[src/rtl/clkdiv_pkg.sv]
package clkdiv_pkg;

    typedef enum logic [1:0] {
        CD_OFF   = 2'd0,
        CD_ALIGN = 2'd1,
        CD_HIGH  = 2'd2,
        CD_LOW   = 2'd3
    } cd_state_t;

endpackage

[src/rtl/clkdiv_edge_sync.sv]
module clkdiv_edge_sync #(
    parameter int STAGES = 2
) (
    input  logic clk,
    input  logic rst_n,
    input  logic async_in,
    output logic rise
);

    logic [STAGES:0] chain_q;

    always_ff @(posedge clk or negedge rst_n) begin
        if (!rst_n) begin
            chain_q <= '0;
        end else begin
            chain_q <= {chain_q[STAGES-1:0], async_in};
        end
    end

    // Last synchronizer stage high while the history stage is still low.
    assign rise = chain_q[STAGES-1] & ~chain_q[STAGES];

endmodule

[src/rtl/clkdiv_ratio.sv]
module clkdiv_ratio #(
    parameter int DIV_W = 16
) (
    input  logic [DIV_W-1:0] div_val,
    output logic [DIV_W-1:0] hi_lim,
    output logic [DIV_W-1:0] lo_lim
);

    localparam logic [DIV_W-1:0] MIN_RATIO = DIV_W'(2);

    logic [DIV_W-1:0] ratio;

    always_comb begin
        ratio  = (div_val < MIN_RATIO) ? MIN_RATIO : div_val;
        // High phase lasts ceil(N/2) ticks, low phase lasts floor(N/2) ticks.
        // Each limit is stored as the phase length minus one.
        hi_lim = (ratio - DIV_W'(1)) >> 1;
        lo_lim = (ratio - DIV_W'(2)) >> 1;
    end

endmodule

[src/rtl/clkdiv_fsm.sv]
module clkdiv_fsm
    import clkdiv_pkg::*;
#(
    parameter int NUM_SRC = 8,
    parameter int DIV_W   = 16,
    parameter int SEL_W   = 3
) (
    input  logic               clk,
    input  logic               rst_n,
    input  logic               enable,
    input  logic [SEL_W-1:0]   req_sel,
    input  logic [DIV_W-1:0]   req_hi_lim,
    input  logic [DIV_W-1:0]   req_lo_lim,
    input  logic [NUM_SRC-1:0] rise_vec,
    output logic               div_out,
    output logic               tc_pulse,
    output logic               tick_o,
    output cd_state_t          state_o
);

    cd_state_t        state_q, state_n;
    logic [DIV_W-1:0] cnt_q, cnt_n;
    logic [SEL_W-1:0] act_sel_q;
    logic [DIV_W-1:0] act_hi_q, act_lo_q;
    logic             load_cfg;
    logic             tc_n;
    logic             tick;

    assign tick    = rise_vec[act_sel_q];
    assign tick_o  = tick;
    assign state_o = state_q;

    // Next-state logic.
    always_comb begin
        state_n  = state_q;
        cnt_n    = cnt_q;
        load_cfg = 1'b0;
        tc_n     = 1'b0;
        unique case (state_q)
            CD_OFF: begin
                cnt_n = '0;
                if (enable) begin
                    load_cfg = 1'b1;
                    state_n  = CD_ALIGN;
                end
            end
            CD_ALIGN: begin
                if (!enable) begin
                    state_n = CD_OFF;
                end else if (tick) begin
                    cnt_n   = '0;
                    state_n = CD_HIGH;
                end
            end
            CD_HIGH: begin
                if (tick) begin
                    if (cnt_q == act_hi_q) begin
                        cnt_n   = '0;
                        state_n = enable ? CD_LOW : CD_OFF;
                    end else begin
                        cnt_n = cnt_q + DIV_W'(1);
                    end
                end
            end
            CD_LOW: begin
                if (!enable) begin
                    cnt_n   = '0;
                    state_n = CD_OFF;
                end else if (tick) begin
                    if (cnt_q == act_lo_q) begin
                        tc_n     = 1'b1;
                        cnt_n    = '0;
                        load_cfg = 1'b1;
                        state_n  = (req_sel != act_sel_q) ? CD_ALIGN : CD_HIGH;
                    end else begin
                        cnt_n = cnt_q + DIV_W'(1);
                    end
                end
            end
        endcase
    end

    // State, counter and active configuration registers.
    always_ff @(posedge clk or negedge rst_n) begin
        if (!rst_n) begin
            state_q   <= CD_OFF;
            cnt_q     <= '0;
            act_sel_q <= '0;
            act_hi_q  <= '0;
            act_lo_q  <= '0;
        end else begin
            state_q <= state_n;
            cnt_q   <= cnt_n;
            if (load_cfg) begin
                act_sel_q <= req_sel;
                act_hi_q  <= req_hi_lim;
                act_lo_q  <= req_lo_lim;
            end
        end
    end

    // Registered outputs.
    always_ff @(posedge clk or negedge rst_n) begin
        if (!rst_n) begin
            div_out  <= 1'b0;
            tc_pulse <= 1'b0;
        end else begin
            div_out  <= (state_n == CD_HIGH);
            tc_pulse <= tc_n;
        end
    end

endmodule

[src/rtl/clkdiv_channel.sv]
module clkdiv_channel
    import clkdiv_pkg::*;
#(
    parameter  int NUM_SRC     = 8,
    parameter  int DIV_W       = 16,
    parameter  int SYNC_STAGES = 2,
    localparam int SEL_W       = $clog2(NUM_SRC)
) (
    input  logic               clk_m,
    input  logic               rst_n,
    input  logic [NUM_SRC-1:0] src_clk,
    input  logic [SEL_W-1:0]   src_sel,
    input  logic [DIV_W-1:0]   div_val,
    input  logic               enable,
    output logic               div_out,
    output logic               tc_pulse
);

    logic [NUM_SRC-1:0] rise_vec;
    logic [DIV_W-1:0]   hi_lim, lo_lim;
    logic               sel_tick;
    cd_state_t          core_state;

    for (genvar g = 0; g < NUM_SRC; g++) begin : g_sync
        clkdiv_edge_sync #(
            .STAGES(SYNC_STAGES)
        ) u_sync (
            .clk     (clk_m),
            .rst_n   (rst_n),
            .async_in(src_clk[g]),
            .rise    (rise_vec[g])
        );
    end

    clkdiv_ratio #(
        .DIV_W(DIV_W)
    ) u_ratio (
        .div_val(div_val),
        .hi_lim (hi_lim),
        .lo_lim (lo_lim)
    );

    clkdiv_fsm #(
        .NUM_SRC(NUM_SRC),
        .DIV_W  (DIV_W),
        .SEL_W  (SEL_W)
    ) u_fsm (
        .clk       (clk_m),
        .rst_n     (rst_n),
        .enable    (enable),
        .req_sel   (src_sel),
        .req_hi_lim(hi_lim),
        .req_lo_lim(lo_lim),
        .rise_vec  (rise_vec),
        .div_out   (div_out),
        .tc_pulse  (tc_pulse),
        .tick_o    (sel_tick),
        .state_o   (core_state)
    );

endmodule

[config.mk]
export PLATFORM = sky130hd
export DESIGN_NAME = clkdiv_channel
export DESIGN_NICKNAME = d
export VERILOG_FILES = /design/src/rtl/clkdiv_pkg.sv /design/src/rtl/clkdiv_edge_sync.sv /design/src/rtl/clkdiv_ratio.sv /design/src/rtl/clkdiv_fsm.sv /design/src/rtl/clkdiv_channel.sv
export SDC_FILE = /design/constraint.sdc
export NUM_CORES = 1
export LEC_CHECK = 0
export BUFFER_PORTS_ARGS = -buffer_cell sky130_fd_sc_hd__buf_2
export CORE_MARGIN = 2
export CORE_UTILIZATION = 55
export DETAILED_ROUTE_END_ITERATION = 10
export HOLD_SLACK_MARGIN = 0.12
export PLACE_DENSITY = 0.77
export REMOVE_ABC_BUFFERS = 1
export SETUP_SLACK_MARGIN = 0.4
export SLEW_MARGIN = 20
export SYNTH_ARGS = -nofsm -noshare
export SYNTH_HDL_FRONTEND = slang
export SYNTH_HIERARCHICAL = 1
export SYNTH_SLANG_ARGS = --single-unit
[constraint.sdc]
create_clock -name clk_m -period 2.35 [get_ports clk_m]
set_input_delay 0.235 -clock clk_m [delete_from_list [all_inputs] [get_ports clk_m]]
set_output_delay 0.235 -clock clk_m [all_outputs]
set_load 0.01 [all_outputs]
Yosys cells after proc, flatten, opt, wreduce, memory -nomap -nowiden
Cells that the tools add are included.
- register bits after elaboration: 77
- latch bits: 0
- RAM bits: 0
- bits in read-only memories: 0
- input port bits: 30
- output and inout port bits: 2
- word-level logic and storage cells: 77
- memories kept: 0
- add/subtract/negate cells: 3
- multipliers: 0
- divide/modulo/power cells: 0
- order comparisons: 2
- equality and inequality tests: 11
- shift-type cells: 0
- muxes and demuxes: 28
- bitwise logic cells: 16
- reduce and logical (&&, ||, !) cells: 2
- operators with widths (cell ; number):
    $mux 16 ; 8
    $pmux 16 s4 ; 1
    $eq 16x15->1 ; 2
    $mux 2 ; 10
    $add 16x1->16 const B ; 1
    $lt 16x2->1 const B ; 1
    $sub 16x1->16 const B ; 1
    $sub 16x2->16 const B ; 1
    $and 1x1->1 ; 8
    $not 1->1 ; 8
    $pmux 2 s4 ; 1
    $eq 2x2->1 const B ; 3
    $mux 1 ; 6
    $ne 2x2->1 const B ; 3
    $lt 3x4->1 const B ; 1
    $reduce_and 4->1 ; 1
    $bmux 1 s3 ; 1
    $ne 3x3->1 ; 1
    $ne 3x3->1 const B ; 1
    $eq 2x1->1 const B ; 1
    $logic_not 2->1 ; 1
    $pmux 1 s2 ; 1

Logic depth before layout (Yosys ltp)
- depth after elaboration: 8
- depth in mapped cells: 10

Cells and area by module
Netlist, hierarchy kept.
- by module, submodules not included (module ; times used ; cells an instance ; area each (sq um) ; sequential area each (sq um)):
    clkdiv_fsm ; 1 ; 262 ; 3128.0 ; 1376.3
    clkdiv_edge_sync ; 8 ; 4 ; 88.8 ; 75.1
    clkdiv_ratio ; 1 ; 88 ; 664.4 ; 0.0

Worst setup path before layout
No wires, ideal clock.
- path type: input to register
- start point: input port div_val[11]
- end point: register u_fsm.act_hi_q[14]
- library setup time: 0.125 ns
- arrival: 2.437 ns
- required time: 2.225 ns
- setup slack: -0.212 ns
- cell stages on the path: 9
- buffers on the path: 1
- path through: clkbuf_1 > nor4_4 > a41oi_1 > ha_1 > nor4b_2 > nand4_1 > a31oi_1 > xor2_1 > mux2_4
- word-level cells in the longest chain between the ends: 3
- ends and longest elaborated chain (what ; RTL line ; text):
    from (decl) ; clkdiv_channel.sv:13 ; input logic [DIV_W-1:0] div_val,
    $lt 16x2->1 ; clkdiv_ratio.sv:14 ; ratio = (div_val < MIN_RATIO) ? MIN_RATIO : div_val;
    $mux 16 (*) ; clkdiv_ratio.sv:14 ;
    $sub 16x1->16 (*) ; clkdiv_ratio.sv:17 ; hi_lim = (ratio - DIV_W'(1)) >> 1;
    via hi_lim[14] ; clkdiv_channel.sv:20 ; logic [DIV_W-1:0] hi_lim, lo_lim;
    to (signal assigned) ; clkdiv_fsm.sv:96 ; act_hi_q <= req_hi_lim;
    to (decl) ; clkdiv_fsm.sv:24 ; logic [DIV_W-1:0] act_hi_q, act_lo_q;
Mark *: on every way through the listed nets, which the timed path passes. The rest lies on a longest branch.
A chain may end at the register's enable or synchronous reset.

Worst setup path after layout
- start point: register u_fsm.cnt_q[13]
- end point: register u_fsm.act_lo_q[12]
- word-level cells in the longest chain between the ends: 5
- ends and longest elaborated chain (what ; RTL line ; text):
    from (decl) ; clkdiv_fsm.sv:22 ; logic [DIV_W-1:0] cnt_q, cnt_n;
    from (signal assigned) ; clkdiv_fsm.sv:93 ; cnt_q <= cnt_n;
    $eq 16x15->1 ; clkdiv_fsm.sv:70 ; if (cnt_q == act_lo_q) begin
    $mux 1 ; clkdiv_fsm.sv:70 ;
    $mux 1 ; clkdiv_fsm.sv:69 ; end else if (tick) begin
    $mux 1 ; clkdiv_fsm.sv:66 ; if (!enable) begin
    $pmux 1 s2 ; clkdiv_fsm.sv:39 ; unique case (state_q)
    to (signal assigned) ; clkdiv_fsm.sv:97 ; act_lo_q <= req_lo_lim;
    to (decl) ; clkdiv_fsm.sv:24 ;
No other way between the ends.

==> flow_metrics.env <==
export IMPL_hpwl_mm=6.53
export IMPL_r2r_cells=8
export IMPL_final_setup_worst_slack_ps=87.4
export IMPL_netlist_area_leader_share=0.439
export IMPL_syn_inst=382
export IMPL_core_area_mm2=0.00809
export IMPL_grt_max_degree=80
export IMPL_num_vias=3253
export IMPL_cp_required_ps=2610
export IMPL_cts_clk_slew_worst_paths_ps=100
export IMPL_synth_compound_area_frac=0.0697
export IMPL_initial_utilization=0.556
export IMPL_place_area_mm2=0.00488
export IMPL_stdcell_area_mm2=0.00567
export IMPL_final_cells=574
export IMPL_start_kind="flop"
export IMPL_grt_overflow_total=0
export IMPL_netlist_top_cells_area="dfrtp_1, mux2_4, xor2_1, xnor2_1, nand2_1"
export IMPL_synth_most_common_cell="dfrtp_1"
export IMPL_outcome="finished clean"
export IMPL_viasPerCell=5.67
export IMPL_synthAdderAreaFrac=0.0250
export IMPL_yosys_warnings=6
export IMPL_synth_top_cell_by_area="dfrtp_1"
export IMPL_syn_area_mm2=0.00450
export IMPL_period_share=0.963
export IMPL_cp_slowest_cell="dfrtp_2"
export IMPL_cts_tree="yes"
export IMPL_max_freq_mhz=442
export IMPL_drtIter0Drc=182
export IMPL_whs_path_depth=2
export IMPL_placed_cells=525
export IMPL_ys_seq_area_frac=0.439
export IMPL_numCtsBuffers=9
export IMPL_fin_crit_ps=2260
export IMPL_io_pins=32
export IMPL_clk_insertion_delay_late_ps=370
export IMPL_power_static_leakage_nw=2.52
export IMPL_die_h_um=94.5
export IMPL_synth_xor_area_frac=0.123
export IMPL_synth_top_family_by_area="simple AND/OR/NAND/NOR gates"
export IMPL_antenna_found_initial=0
export IMPL_antenna_cells=0
export IMPL_cap_violations=0
export IMPL_grt_total_usage=0.252
export IMPL_wl_per_cell_um=18.3
export IMPL_fp_dieW_um=94.5
export IMPL_rsz0062_at_grt="true"
export IMPL_holdCritPathClass="input port to flop"
export IMPL_synthMuxAreaShare=0.135
export IMPL_dieArea_mm2=0.00893
export IMPL_final_max_slew_violation_count=0
export IMPL_ant_nets=0
export IMPL_path_cells="xnor2_1, nand4_1, nor4_4, nand2_2, o2bb2a_4, nor2_8, buf_12, mux2_2"
export IMPL_grt_pass1_wl_mm=17.0
export IMPL_setup_viol=0
export IMPL_synth_avg_cell_area_um2=11.8
export IMPL_dp_worst_setup_slack_ps=67.6
export IMPL_cts_sinks=79
export IMPL_synth_common_cells="dfrtp_1, xor2_1, nand2_1, xnor2_1, mux2_4"
export IMPL_h_tree_depth=3
export IMPL_peakVddDrop_v=0.000803
export IMPL_hold_violations=0
export IMPL_io_buffers=31
export IMPL_synth_cell_types=56
export IMPL_ys_flop_type="dfrtp_1"
export IMPL_core_rowCount=33
export IMPL_critPathMaxFanout=11
export IMPL_power_density_mw_per_mm2=932
export IMPL_crit_type="flop to flop"
export IMPL_drcViolationCount=0
export IMPL_cts_root_buf="clkbuf_8"
export IMPL_worst_setup_path_end_kind="flop"
export IMPL_synth_simple_gate_area_frac=0.173
export IMPL_fin_skew_ps=14.0
export IMPL_critPathMaxStageDelay_ps=460
export IMPL_final_nets=503
export IMPL_gp_congestion=0.885
export IMPL_clockBufferDepth=2
export IMPL_ys_ff_latch=79
export IMPL_async_flop_share=1.00
export IMPL_drtPass1Iterations=5
export IMPL_arrival_ps=2530
export IMPL_grt_pass1_vias=3291
export IMPL_synth_edf_count=0
export IMPL_wirelength_mm=10.5
export IMPL_area_growth_pct=26.0
export IMPL_drive_above_1_share=0.433
## final cells by class
type | instances | area [um2]
fillers | 533 | 2420
flip-flops and latches | 79 | 1990
well taps | 105 | 131
inverters | 7 | 26.3
clock inverters | 7 | 72.6
multi-input cells | 278 | 2590
clock buffers | 9 | 124
repair buffers | 89 | 737
## metal layers
metal	GRT usage	wire (um)
met4	0.0966	226
met1	0.346	4660
met5	0	0
met2	0.414	5170
met3	0.0295	471
## placed cells by master, fill, tap and decap left out, drive strengths merged, types with 2 or more instances in the layout
| cell type | instances |
|---|---|
| buf | 80 |
| dfrtp | 79 |
| mux2 | 35 |
| xor2 | 32 |
| nand2 | 32 |
| xnor2 | 31 |
| o21ai | 21 |
| nor2 | 16 |
| nand4 | 13 |
| inv | 12 |
| nor4 | 11 |
| nor2b | 10 |
| clkbuf | 9 |
| dlygate4sd3 | 9 |
| ha | 9 |
| nand3 | 9 |
| a21oi | 8 |
| a31oi | 6 |
| nor3 | 6 |
| and3 | 5 |
| mux2i | 4 |
| and2 | 3 |
| o31ai | 3 |
| mux4 | 2 |
| nand3b | 2 |
| a211oi | 2 |
| nor4b | 2 |
| and4 | 2 |
| conb | 2 |
| nor3b | 2 |
## repair_timing
action | in CTS | in global routing
pin swaps | 31 | 14
hold endpoints to repair | 87 | 0
setup buffers | 17 | 5
resized for setup | 59 | 30
cloned | 2 | 0
setup endpoints to repair | 54 | 54
hold buffers | 9 | 0
## cells by family (layout without fill, tap and decap cells)
logic type	after synthesis	count (layout)
AOI/OAI and AO/OA	48	48
xor gates and xnor gates	63	63
muxes	41	41
and+or+nand+nor	115	115
buffers and inverters	26	112
other	1	2
DFF	79	79
adders and majority gates	9	9
## report_power, final
part	internal (mW)	switching, mW	total [mW]
Combinational	1.28	0.905	2.18
Sequential	1.70	0.376	2.08
Clock	0.419	0.606	1.02
Total	3.40	1.89	5.29
## registers in the layout, summed over array words and instances, names as in the netlist
register,flops
u_fsm/state_o,2
u_fsm/tc_pulse,1
u_fsm/act_hi_q,16
u_fsm/act_lo_q,16
u_fsm/act_sel_q,3
u_fsm/div_out,1
u_fsm/cnt_q,16
g_sync.u_sync/chain_q,24
## per-stage QoR
step / power [mW] / hold slack (ps) / utilization / TNS (ps)
3_3_place_gp: 3.63 / 286 / 0.603 / 0
4_1_cts: 5.07 / 120 / 0.682 / 0
3_5_place_dp: 3.69 / 292 / 0.603 / 0
5_1_grt: 5.49 / 126 / 0.701 / 0
6_report: 5.29 / 131 / 0.701 / 0
2_1_floorplan: 3.22 / -60.6 / - / -1340
## path summary, 6_finish.rpt
| path | startpoint | slack [ps] | end |
|---|---|---|---|
| setup / recovery | u_fsm/cnt_q[13] | 90 | u_fsm/act_lo_q[12] |
| hold / removal | src_sel[0] | 130 | u_fsm/act_sel_q[0] |
| setup reg to reg | u_fsm/cnt_q[13] | 90 | u_fsm/act_lo_q[12] |
| hold reg to reg | g_sync[4].u_sync/chain_q[0] | 360 | g_sync[4].u_sync/chain_q[1] |
| max in group asynchronous | rst_n | 1560 | u_fsm/cnt_q[15] |
| min in group asynchronous | rst_n | 420 | g_sync[5].u_sync/chain_q[0] |
## critical path, delay by kind of cell, from the launching register on
family | cells | cell delay, ps
AO/OA/AOI/OAI | 1 | 220
XOR/XNOR | 1 | 170
buffers and inverters | 1 | 180
flip-flops | 1 | 460
multiplexers | 1 | 350
AND/OR/NAND/NOR | 4 | 780
Power figures use the tool's default switching activity.
